<file path="config.mk">
export PLATFORM = sky130hd
export DESIGN_NAME = pbus_master
export DESIGN_NICKNAME = d
export VERILOG_FILES = /design/src/rtl/pbus_master.sv
export SDC_FILE = /design/constraint.sdc
export NUM_CORES = 1
export LEC_CHECK = 0
export ABC_AREA = 1
export CORE_MARGIN = 1.5
export CORE_UTILIZATION = 36
export CTS_CLUSTER_DIAMETER = 40
export CTS_CLUSTER_SIZE = 16
export DETAILED_ROUTE_END_ITERATION = 8
export PLACE_DENSITY = 0.76
export SETUP_SLACK_MARGIN = 0.05
export SYNTH_ARGS = -nofsm -noshare
export SYNTH_HDL_FRONTEND = slang
export SYNTH_SLANG_ARGS = --single-unit
export TNS_END_PERCENT = 1
</file>
<file path="constraint.sdc">
create_clock -name clk -period 1 [get_ports clk]
set_clock_uncertainty 0.05 [all_clocks]
set_input_delay 0.2 -clock clk [delete_from_list [all_inputs] [get_ports clk]]
set_output_delay 0.2 -clock clk [all_outputs]
set_load 0.01 [all_outputs]
</file>
<file path="src/rtl/pbus_master.sv">
module pbus_master #(
  parameter int ADDR_W    = 7,
  parameter int DATA_W    = 8,
  parameter int RD_SETUP  = 3,
  parameter int RD_HOLD   = 4,
  parameter int WR_SETUP  = 1,
  parameter int WR_HOLD   = 1,
  parameter int BULK_ADDR = 0
) (
  input  logic              clk,
  input  logic              rst,
  input  logic              cmd_valid,
  output logic              cmd_ready,
  input  logic              cmd_write,
  input  logic              cmd_bulk,
  input  logic [ADDR_W-1:0] cmd_addr,
  input  logic [DATA_W-1:0] cmd_wdata,
  output logic              rsp_valid,
  input  logic              rsp_ready,
  output logic [ADDR_W-1:0] rsp_addr,
  output logic [DATA_W-1:0] rsp_data,
  output logic [ADDR_W-1:0] pb_addr,
  output logic [DATA_W-1:0] pb_wdata,
  input  logic [DATA_W-1:0] pb_rdata,
  output logic              pb_rd_nwr,
  output logic              pb_en
);

  localparam int MAX_S = (RD_SETUP > WR_SETUP) ? RD_SETUP : WR_SETUP;
  localparam int MAX_H = (RD_HOLD > WR_HOLD) ? RD_HOLD : WR_HOLD;
  localparam int MAX_T = (MAX_S > MAX_H) ? MAX_S : MAX_H;
  localparam int CNT_W = (MAX_T > 1) ? $clog2(MAX_T) : 1;

  typedef enum logic [2:0] {S_IDLE, S_SETUP, S_STROBE, S_HOLD, S_REPLY} state_t;

  state_t            state;
  logic [CNT_W-1:0]  cnt;
  logic              is_wr;

  assign is_wr     = cmd_write | cmd_bulk;
  assign pb_en     = (state == S_STROBE);
  assign cmd_ready = (state == S_IDLE);
  assign rsp_valid = (state == S_REPLY);
  assign rsp_addr  = pb_addr;

  always_ff @(posedge clk) begin
    if (rst) begin
      state     <= S_IDLE;
      cnt       <= '0;
      pb_addr   <= '0;
      pb_wdata  <= '0;
      pb_rd_nwr <= 1'b1;
      rsp_data  <= '0;
    end else begin
      case (state)
        S_IDLE: if (cmd_valid) begin
          pb_addr   <= cmd_bulk ? ADDR_W'(BULK_ADDR) : cmd_addr;
          pb_wdata  <= cmd_wdata;
          pb_rd_nwr <= ~is_wr;
          cnt       <= is_wr ? CNT_W'(WR_SETUP - 1) : CNT_W'(RD_SETUP - 1);
          state     <= S_SETUP;
        end
        S_SETUP: begin
          if (cnt == '0) state <= S_STROBE;
          else           cnt   <= cnt - 1'b1;
        end
        S_STROBE: begin
          if (pb_rd_nwr) rsp_data <= pb_rdata;
          cnt   <= pb_rd_nwr ? CNT_W'(RD_HOLD - 1) : CNT_W'(WR_HOLD - 1);
          state <= S_HOLD;
        end
        S_HOLD: begin
          if (cnt != '0) cnt <= cnt - 1'b1;
          else if (pb_rd_nwr) state <= S_REPLY;
          else begin
            state     <= S_IDLE;
            pb_rd_nwr <= 1'b1;
          end
        end
        S_REPLY: if (rsp_ready) state <= S_IDLE;
        default: state <= S_IDLE;
      endcase
    end
  end

  AST_RESET_IDLE: assert property (@(posedge clk) rst |=> !pb_en && pb_rd_nwr && cmd_ready && !rsp_valid);
  AST_ADDR_FOLLOWS_CMD: assert property (@(posedge clk) disable iff (rst)
    cmd_valid && cmd_ready && !cmd_bulk |=> pb_addr == $past(cmd_addr));
  AST_STROBE_AFTER_SETUP: assert property (@(posedge clk) disable iff (rst)
    pb_en |-> $stable(pb_addr) && $stable(pb_rd_nwr) && $stable(pb_wdata));
  AST_HOLD_AFTER_STROBE: assert property (@(posedge clk) disable iff (rst)
    pb_en |=> $stable(pb_addr) && $stable(pb_rd_nwr) && $stable(pb_wdata));
  AST_BUSY_NOT_READY: assert property (@(posedge clk) disable iff (rst)
    cmd_valid && cmd_ready |=> !cmd_ready);
  AST_REPLY_STABLE: assert property (@(posedge clk) disable iff (rst)
    rsp_valid && !rsp_ready |=> rsp_valid && $stable(rsp_addr) && $stable(rsp_data));
  AST_REPLY_DROPS: assert property (@(posedge clk) disable iff (rst)
    rsp_valid && rsp_ready |=> !rsp_valid && cmd_ready);
  AST_BULK_TO_ZERO: assert property (@(posedge clk) disable iff (rst)
    cmd_valid && cmd_ready && cmd_bulk |=> pb_addr == ADDR_W'(BULK_ADDR) && !pb_rd_nwr);
  AST_STROBE_SINGLE: assert property (@(posedge clk) disable iff (rst)
    pb_en |=> !pb_en);
  AST_NO_IDLE_STROBE: assert property (@(posedge clk) disable iff (rst)
    cmd_ready |-> !pb_en && !rsp_valid);

endmodule

</file>
==> flow_summary.json <==
{
  "relSlewSlack": 0.857,
  "muxShareOfSynthArea": 0,
  "drt_iter0_drc": 46,
  "synth-simple-area-share": 0.302,
  "criticalPathCategory": "reg2out",
  "crit_start": "state[0]",
  "die-area_mm2": 0.00390,
  "mostFrequentLayoutCell": "nand2_1",
  "rsz0062_at_grt": "true",
  "cts_buffer_depth": 2,
  "peakVddDrop_v": 0.00156,
  "cts_num_sinks": 29,
  "overflow": 0,
  "mostFrequentLayoutCells": "nand2_1 (38), buf_6 (32), clkdlybuf4s50_1 (28), dfxtp_2 (25), nor2_1 (23)",
  "initial_core_util": 0.379,
  "worst_pin_slew_ns": 0.215,
  "synth_cells": 173,
  "synth_compound_area_frac": 0.116,
  "wl_per_cell_um": 10.3,
  "fillCellCount": 316,
  "die_h_um": 62.5,
  "final-hold-violation-count": 0,
  "hold_path.class": "in2reg",
  "hpwl_um": 2160,
  "drive_above_1_share": 0.452,
  "pin_count": 63,
  "power.leakage_nw": 0.984,
  "worst_slack_ns": -0.275,
  "numPortBuffers": 62,
  "cp-start-kind": "flip-flop",
  "fin_crit_sh": 1.28,
  "routed_wl_um": 3040,
  "synth-seq-cells": 29,
  "tns_ns": -6.80,
  "synth_adder_area_share": 0.00982,
  "cp.arrival_ns": 1.03,
  "reg2reg_from": "state[0]",
  "n_antenna_cell": 0,
  "outcome": "finished, violations left",
  "power_density_mw_per_mm2": 2440,
  "final_max_slew_viol_count": 0,
  "hold_path_startpoint": "cmd_wdata[3]",
  "fmax_mhz": 784,
  "first_pass_iters": 4,
  "clkLatencyLatePin_ns": 0.32,
  "vias_per_cell": 4.43,
  "root_buffer": "clkbuf_4",
  "drc": 0,
  "ys_types": 20,
  "cts_buffers": 5,
  "clk_pin_slew_ns": 0.09,
  "place_worst_setup_slack_ns": -0.447,
  "worstPathMaxFanout": 3,
  "core_area_mm2": 0.00336,
  "tritoncts": "done",
  "place_congestion": 0.804,
  "rrSetupSlack_ns": -0.23,
  "synth_xor_area_frac": 0,
  "grt_pass1_vias": 1205,
  "vias": 1302,
  "nets": 277,
  "end_kind": "output pin",
  "cts_setup_buffers": 0,
  "htree_levels": 2,
  "area_growth_pct": 75.8,
  "period_minus_slack_ns": 1.28,
  "ant_nets": 0,
  "ys_seq_area_frac": 0.456,
  "rows": 21,
  "cp.required_ns": 0.75,
  "synth_top_family_by_area": "simple AND/OR/NAND/NOR gates",
  "synth-warning-count": 0,
  "maxCapViolCount": 0,
  "antenna_found_initial": 0,
  "synth_area_mm2": 0.00127,
  "synth.avg_cell_area_um2": 7.36,
  "grt_start_max_net_pins": 18,
  "syn-num-nets": 203,
  "violations": "setup timing",
  "grt_use_total": 0.165,
  "setup-violations-final": 63,
  "die_x_um": 62.5,
  "cts_hold_buffers": 0,
  "grt_pass1_wl_um": 5200
}
==> cell usage after synthesis (all sizes together) <==
library cell	instances	area, µm²
inv	15	56.3
clkbuf	1	3.75
nor2	27	106
nand4	1	6.26
a21oi	18	97.6
nor3	1	16.3
nand2	44	180
buf	12	88.8
ha	1	12.5
o21ai	10	50.1
dfxtp	29	581
nand3	14	75.1
==> metal layers <==
layer,global-route usage,vias up,share of wire
met5,0,-,0
met4,0.0639,0,0.011
met3,0.0595,4,0.068
met2,0.262,44,0.48
met1,0.204,564,0.44
li1,-,690,-
==> power breakdown <==
| part | switching (W) | internal, W | leakage [nW] |
|---|---|---|---|
| Combinational | 0.00134 | 0.00142 | 0.690 |
| Clock | 0.000392 | 0.000597 | 0.0455 |
| Sequential | 0.000208 | 0.00151 | 0.249 |
| Total | 0.00194 | 0.00353 | 0.984 |
==> through the flow <==
step | util | area [µm²] | std cells | total power, W | hold WS (ns)
final | 0.666 | 2240 | 294 | 0.00547 | 0.370
after global placement | 0.605 | 2030 | 286 | 0.00415 | 0.402
after global routing | 0.666 | 2240 | 294 | 0.00588 | 0.370
after floorplan | - | 1290 | 173 | 0.00301 | 0.292
after CTS | 0.651 | 2190 | 294 | 0.00544 | 0.356
after detailed placement | 0.605 | 2030 | 286 | 0.00417 | 0.409
==> worst max-delay path, cell delays in order, from the launching register on <==
cell	delay [ns]
dfxtp_4	0.36
inv_4	0.07
nand2_4	0.06
nor2_1	0.08
buf_2	0.13
==> registers in the layout, indices dropped and copies added (netlist names) <==
name       cells
pb_wdata       8
pb_addr        7
rsp_data       8
state          3
pb_rd_nwr      1
cnt            2
==> final cells by class <==
cell class | count | area [µm²] | share of cell area
tap | 46 | 57.6 | 0.0257
inverter | 15 | 58.8 | 0.0263
clock buffer | 7 | 55.1 | 0.0246
sequential | 29 | 619 | 0.277
multi-input combinational | 116 | 613 | 0.274
timing repair buffer | 80 | 806 | 0.360
clock inverter | 1 | 30.0 | 0.0134
==> worst paths after layout <==
check,end,cells past startpoint
max,rsp_valid,4
min reg2reg,pb_wdata[3],2
max reg2reg,pb_addr[4],7
min,pb_wdata[3],3
==> what timing repair did <==
action / in CTS / in global routing
endpoints found under the setup margin: 63 / 63
resized for setup: 204 / 16
pin swaps: 3 / 1
gates cloned: 0 / 0
==> cell families after synthesis <==
logic type,Yosys count
buf+inv,28
simple gates,87
compound gates,28
fa+ha+maj,1
flops,29
(Power assumes the default switching activity.)
